[config.mk]
export PLATFORM = sky130hd
export DESIGN_NAME = iodev_bank
export DESIGN_NICKNAME = d
export VERILOG_FILES = /design/src/rtl/iodev_pkg.sv /design/src/rtl/iodev_slot.sv /design/src/rtl/iodev_rdmux.sv /design/src/rtl/iodev_bank.sv
export SDC_FILE = /design/constraint.sdc
export NUM_CORES = 2
export LEC_CHECK = 0
export ABC_AREA = 1
export BUFFER_PORTS_ARGS = -buffer_cell sky130_fd_sc_hd__buf_2
export CORE_UTILIZATION = 48
export CTS_CLUSTER_DIAMETER = 200
export DETAILED_ROUTE_END_ITERATION = 16
export GPL_ROUTABILITY_DRIVEN = 0
export PLACE_DENSITY = 0.77
export SYNTH_ARGS = -nofsm -noshare
export SYNTH_HDL_FRONTEND = slang
export SYNTH_HIERARCHICAL = 1
export SYNTH_SLANG_ARGS = --single-unit
export TNS_END_PERCENT = 1
[constraint.sdc]
create_clock -name clk -period 4 [get_ports clk]
set_input_delay 0.4 -clock clk [delete_from_list [all_inputs] [get_ports clk]]
set_output_delay 0.4 -clock clk [all_outputs]
set_load 0.02 [all_outputs]
[src/rtl/iodev_pkg.sv]
`timescale 1ns/1ps
package iodev_pkg;
  localparam int ST_IE  = 0;
  localparam int ST_IO  = 1;
  localparam int ST_RDY = 2;
  localparam int ST_OVF = 3;

  function automatic logic [7:0] mk_status(input logic ie, input logic io,
                                           input logic rdy, input logic ovf);
    logic [7:0] s;
    s = 8'h00;
    s[ST_IE]  = ie;
    s[ST_IO]  = io;
    s[ST_RDY] = rdy;
    s[ST_OVF] = ovf;
    return s;
  endfunction
endpackage

[src/rtl/iodev_slot.sv]
`timescale 1ns/1ps
module iodev_slot
  import iodev_pkg::*;
#(
  parameter int CNT_W = 16
) (
  input  logic             clk,
  input  logic             rst,
  input  logic             is_input,
  input  logic [CNT_W-1:0] proc_time,
  input  logic             arrive,
  input  logic [7:0]       arrive_data,
  input  logic             rd_data_hit,
  input  logic             wr_data_hit,
  input  logic             wr_stat_hit,
  input  logic [7:0]       wbyte_hi,
  input  logic [7:0]       wbyte_lo,
  input  logic             tick,
  output logic [7:0]       status,
  output logic [7:0]       data,
  output logic             strobe
);
  logic             ie_q, rdy_q, ovf_q;
  logic             ie_d, rdy_d, ovf_d;
  logic [7:0]       data_q, data_d;
  logic [CNT_W-1:0] cnt_q, cnt_d;
  logic             unused_lo;

  assign unused_lo = ^wbyte_lo[7:1];

  always_comb begin
    ie_d   = ie_q;
    rdy_d  = rdy_q;
    ovf_d  = ovf_q;
    data_d = data_q;
    cnt_d  = cnt_q;
    if (wr_stat_hit) ie_d = wbyte_lo[0];
    if (is_input) begin
      if (rd_data_hit) begin
        rdy_d = 1'b0;
        ovf_d = 1'b0;
      end
      if (arrive) begin
        if (rdy_q && !rd_data_hit) ovf_d = 1'b1;
        data_d = arrive_data;
        rdy_d  = 1'b1;
      end
    end else begin
      if (wr_data_hit) begin
        data_d = wbyte_hi;
        rdy_d  = 1'b0;
        cnt_d  = proc_time;
      end else if (tick && !rdy_q) begin
        if (cnt_q <= CNT_W'(1)) begin
          rdy_d = 1'b1;
          cnt_d = '0;
        end else begin
          cnt_d = cnt_q - CNT_W'(1);
        end
      end
    end
  end

  always_ff @(posedge clk) begin
    if (rst) begin
      ie_q   <= 1'b0;
      rdy_q  <= ~is_input;
      ovf_q  <= 1'b0;
      data_q <= 8'h00;
      cnt_q  <= '0;
      strobe <= 1'b0;
    end else begin
      ie_q   <= ie_d;
      rdy_q  <= rdy_d;
      ovf_q  <= ovf_d;
      data_q <= data_d;
      cnt_q  <= cnt_d;
      strobe <= (rdy_d != rdy_q);
    end
  end

  assign status = mk_status(ie_q, is_input, rdy_q, ovf_q);
  assign data   = data_q;

  // arrival on an input device latches the byte and marks data present
  p_arrive_sets_r3: assert property (@(posedge clk) disable iff (rst)
    (is_input && arrive) |=> (rdy_q && data_q == $past(arrive_data)));

  // overflow is only ever raised while data is present
  p_ovf_needs_rdy_r3: assert property (@(posedge clk) disable iff (rst)
    ovf_q |-> rdy_q);

  // a consuming read with no arrival clears both flags, data kept
  p_read_clears_r4: assert property (@(posedge clk) disable iff (rst)
    (is_input && rd_data_hit && !arrive) |=>
      (!rdy_q && !ovf_q && $stable(data_q)));

  // a data write to an output device makes it busy
  p_write_busy_r5: assert property (@(posedge clk) disable iff (rst)
    (!is_input && wr_data_hit) |=> (!rdy_q && data_q == $past(wbyte_hi)));

  // without a tick a busy output device stays busy
  p_no_tick_hold_r6: assert property (@(posedge clk) disable iff (rst)
    (!is_input && !rdy_q && !tick && !wr_data_hit) |=> !rdy_q);

  // the strobe marks a change of the ready bit
  p_strobe_change_r9: assert property (@(posedge clk) disable iff (rst)
    strobe |-> (rdy_q != $past(rdy_q)));
endmodule

[src/rtl/iodev_rdmux.sv]
`timescale 1ns/1ps
module iodev_rdmux #(
  parameter int NDEV = 16,
  parameter int IW   = $clog2(NDEV)
) (
  input  logic              clk,
  input  logic              rst,
  input  logic              rd_req,
  input  logic [IW-1:0]     rd_idx,
  input  logic [NDEV*8-1:0] stat_flat,
  input  logic [NDEV*8-1:0] data_flat,
  output logic [15:0]       rdata
);
  always_ff @(posedge clk) begin
    if (rst) begin
      rdata <= 16'h0000;
    end else if (rd_req) begin
      rdata <= {data_flat[rd_idx*8 +: 8], stat_flat[rd_idx*8 +: 8]};
    end else begin
      rdata <= 16'h0000;
    end
  end

  // idle read port returns zero
  p_idle_zero_r2: assert property (@(posedge clk) disable iff (rst)
    !rd_req |=> (rdata == 16'h0000));

  // upper status nibble of a returned word is always zero
  p_upper_nib_r2: assert property (@(posedge clk) disable iff (rst)
    rd_req |=> (rdata[7:4] == 4'h0));
endmodule

[src/rtl/iodev_bank.sv]
`timescale 1ns/1ps
module iodev_bank #(
  parameter int NDEV  = 16,
  parameter int AW    = 16,
  parameter int CNT_W = 16,
  localparam int IW   = $clog2(NDEV)
) (
  input  logic                  clk,
  input  logic                  rst,
  input  logic [NDEV-1:0]       cfg_is_input,
  input  logic [NDEV*CNT_W-1:0] cfg_proc_time,
  input  logic                  in_valid,
  input  logic [IW-1:0]         in_dev,
  input  logic [7:0]            in_data,
  input  logic                  tick,
  input  logic                  bus_en,
  input  logic                  bus_we,
  input  logic [1:0]            bus_be,
  input  logic [AW-1:0]         bus_addr,
  input  logic [15:0]           bus_wdata,
  output logic [15:0]           bus_rdata,
  output logic [NDEV*8-1:0]     dev_status,
  output logic [NDEV-1:0]       chg_strobe
);
  logic              in_range;
  logic [IW-1:0]     idx;
  logic [NDEV*8-1:0] data_flat;

  assign in_range = bus_en && (bus_addr < AW'(NDEV));
  assign idx      = bus_addr[IW-1:0];

  for (genvar i = 0; i < NDEV; i++) begin : g_dev
    logic sel;
    assign sel = in_range && (idx == IW'(i));

    iodev_slot #(.CNT_W(CNT_W)) u_slot (
      .clk         (clk),
      .rst         (rst),
      .is_input    (cfg_is_input[i]),
      .proc_time   (cfg_proc_time[i*CNT_W +: CNT_W]),
      .arrive      (in_valid && (in_dev == IW'(i))),
      .arrive_data (in_data),
      .rd_data_hit (sel && !bus_we && bus_be[1]),
      .wr_data_hit (sel && bus_we && bus_be[1]),
      .wr_stat_hit (sel && bus_we && bus_be[0]),
      .wbyte_hi    (bus_wdata[15:8]),
      .wbyte_lo    (bus_wdata[7:0]),
      .tick        (tick),
      .status      (dev_status[i*8 +: 8]),
      .data        (data_flat[i*8 +: 8]),
      .strobe      (chg_strobe[i])
    );
  end

  iodev_rdmux #(.NDEV(NDEV), .IW(IW)) u_rdmux (
    .clk       (clk),
    .rst       (rst),
    .rd_req    (in_range && !bus_we),
    .rd_idx    (idx),
    .stat_flat (dev_status),
    .data_flat (data_flat),
    .rdata     (bus_rdata)
  );

  // an access outside the device window never returns data
  p_out_of_range_r7: assert property (@(posedge clk) disable iff (rst)
    (bus_en && !bus_we && bus_addr >= AW'(NDEV)) |=> (bus_rdata == 16'h0000));
endmodule

==> results.cfg <==
[sta]
setup_tns_ps = 0
hold_viol_final = 0
fmax_ghz = 0.4012
rsz0062_at_grt = no
period_share_pct = 62.32
holdWs_ps = 59.04
worstMarginPinSlew_ps = 1007
setup_viol = 0
fin_crit_ps = 2493
slew_headroom_pct = 32.81
finalClockSkew_ps = 15.67
drv_slew = 0

[run]
maxCapViolCount = 0

[clock_network]
root_buffer = clkbuf_16
cts_tree = yes
insertion_delay_ps = 630
post-cts-setup-buffers = 0
cts-resized-gates = 0
cts_buffers = 55
cts_hold_buf = 0
clk_pin_slew_worst_paths_ps = 60
htree_levels = 2
cts_sinks = 464
clk_path_buf_depth = 3

[critical_path]
cpPeakStageDelay_ps = 610
endpoint_kind = flip-flop
path_cells = buf_2, nor2_1, nand2_1, nor2_4, nand4_1, nor2_1, buf_4, a21oi_2, nor2_4, inv_2, a21oi_1, a21oi_1
rrSetupSlack_ps = 2240
path_buf_inv = 3
worstSetupPathType = in2reg
slowest_stage = nor2_4
cp-start-kind = primary input
arrival_ps = 3000
crit_path_max_fanout = 19
critical_path.top_delay_family = simple AND/OR/NAND/NOR gates
cp.required_ps = 4510

[detailed_routing]
post_drt_via_cell_ratio = 5.513
remaining_drc_errors = 0
routedWlPerCell_um = 17.52
vias = 32850
drt.antenna.violating_nets = 0
drtPass1Iterations = 8
drt_wl_total_um = 104400
drt_iter0_drc = 3326

[layout]
nFillCells = 6420
drive_gt1_share_pct = 17.85
final_common_cell = nand2_1
fin_area_sq_um = 34980
area_growth_pct = 10.46
layout_common_cells = nand2_1 (1185), a21oi_1 (572), dfxtp_1 (464)
fin_nets = 5402

[power_and_ir_drop]
power_w = 0.01492
ir_drop_mv = 0.2773
leakagePower_nw = 16.71
power_per_cell_area_nw_per_um2 = 426.7

[logic_synthesis]
yosys.area.top_type = dfxtp_1
syn_area_sq_um = 31670
async_flop_share_pct = 0
synth_top_cell_area_share_pct = 29.33
synth_enable_flop_cells = 0
synthTopCellsByArea = dfxtp_1 (29%), nand2_1 (14%), a21oi_1 (9.0%)
ys_types = 37
ys_seq_elements = 464
syn_area_per_cell_sq_um = 6.552
synth_ff_type = dfxtp_1
ys_seq_area_share_pct = 29.33
synth_cells = 4833
yosysWarnings = 6

[global_routing]
antenna_found_initial = 18
first_global_vias = 29550
grt_pass1_wl_um = 160000
grt_start_max_net_pins = 105
grt_overflow = 0
grt_usage_pct = 29.85

[worst_hold_path]
min_path_type = in2reg

[floorplanning]
core-area_sq_um = 64810
initial_core_util_pct = 48.86
die_h_um = 258.9
dieWidth_um = 258.9
row_count = 93
pin_count = 484
die-area_sq_um = 67010

[place]
dpl_cell_area_sq_um = 33010
port_buffers = 412
dpl.hpwl_um = 73350

[run_status]
status = finished clean
[registers in the layout, summed over array words and instances (netlist names)]
name                 cells
g_dev.u_slot/cnt_q     256
g_dev.u_slot/data      128
g_dev.u_slot/ie_q       16
g_dev.u_slot/ovf_q      16
g_dev.u_slot/rdy_q      16
g_dev.u_slot/strobe     16
u_rdmux/rdata           16
[cell usage after synthesis, types with 5 or more instances]
cell type     n
dfxtp_1     464
buf_2        57
clkbuf_1     62
clkbuf_2      5
nor2_2      101
buf_6        30
inv_4         5
o21ai_0     416
buf_4       176
nand3_2      16
a21oi_4      16
nor2_1      371
nor2_4       81
nand2_2      42
nand2_1    1185
inv_1       391
nand4_1      16
xnor2_1      58
conb_1       16
nand3b_1     43
nand2_4      17
inv_2        30
xor2_1       91
nor3b_2      10
a21oi_2      53
ha_1         32
a31oi_1     133
a21oi_1     572
nor3_1        8
o21ai_1      32
nand3_1     291
nor3b_1       6
[kinds of logic (layout without fill, tap and decap cells)]
| family | after synthesis | in the layout | synth area share (%) |
|---|---|---|---|
| AOI/OAI and AO/OA | 1222 | 1222 | 21.04 |
| adders and majority gates | 32 | 32 | 1.264 |
| buffers and inverters | 760 | 971 | 12.09 |
| DFF | 464 | 464 | 29.33 |
| and+or+nand+nor | 2190 | 2190 | 31.97 |
| xor gates and xnor gates | 149 | 149 | 4.121 |
| other | 16 | 76 | 0.1897 |
[worst register-to-register path, stage by stage, from the launching register on]
cell and delay (ps):
dfxtp_1 350, inv_1 80, ha_1 230, inv_1 80, nand2_1 70, nand2_1 110
nor2_4 50, a21oi_4 370, o21ai_0 200, a21oi_1 150
[worst paths after layout]
| kind | from | to | cells past startpoint |
|---|---|---|---|
| hold / removal | cfg_proc_time[249] | g_dev[15].u_slot/cnt_q[9]$_SDFFE_PP0P_ | 3 |
| setup / recovery | bus_addr[6] | g_dev[6].u_slot/cnt_q[2]$_SDFFE_PP0P_ | 12 |
| setup reg to reg | g_dev[9].u_slot/cnt_q[0]$_SDFFE_PP0P_ | g_dev[9].u_slot/cnt_q[2]$_SDFFE_PP0P_ | 9 |
| hold reg to reg | g_dev[1].u_slot/ovf_q$_SDFFE_PP0P_ | g_dev[1].u_slot/ovf_q$_SDFFE_PP0P_ | 2 |
[final cells by class]
type	count	area [sq um]	area share (%)
Clock inverter	18	215.2	0.6152
Clock buffer	85	1720	4.918
Antenna cell	12	30.03	0.08585
Inverter	427	1618	4.625
Multi-Input combinational cell	3657	18730	53.55
Timing Repair Buffer	441	2307	6.596
Sequential cell	464	9289	26.56
Tap cell	855	1070	3.058
[per-layer routing]
layer,GRT usage [%],wire [um]
met5,0,60
met4,13.30,4723
met3,6.896,10150
met2,47.88,46970
met1,38.02,42490
[where the power goes]
group	internal (W)	switching, W	leakage (nW)
clock	0.00321	0.00215	0.962
combinational	0.00150	0.00281	11.9
sequential	0.00496	0.000298	3.81
total	0.00967	0.00526	16.7
[through the flow]
step	instances	setup WS, ps	utilization (%)
2_1_floorplan	4881	1895	-
3_3_place_gp	5844	968.6	50.94
3_5_place_dp	5844	904.4	50.94
4_1_cts	5947	1571	53.92
5_1_grt	5954	1307	53.95
6_report	5959	1507	53.97
Power figures use the tool's default switching activity.
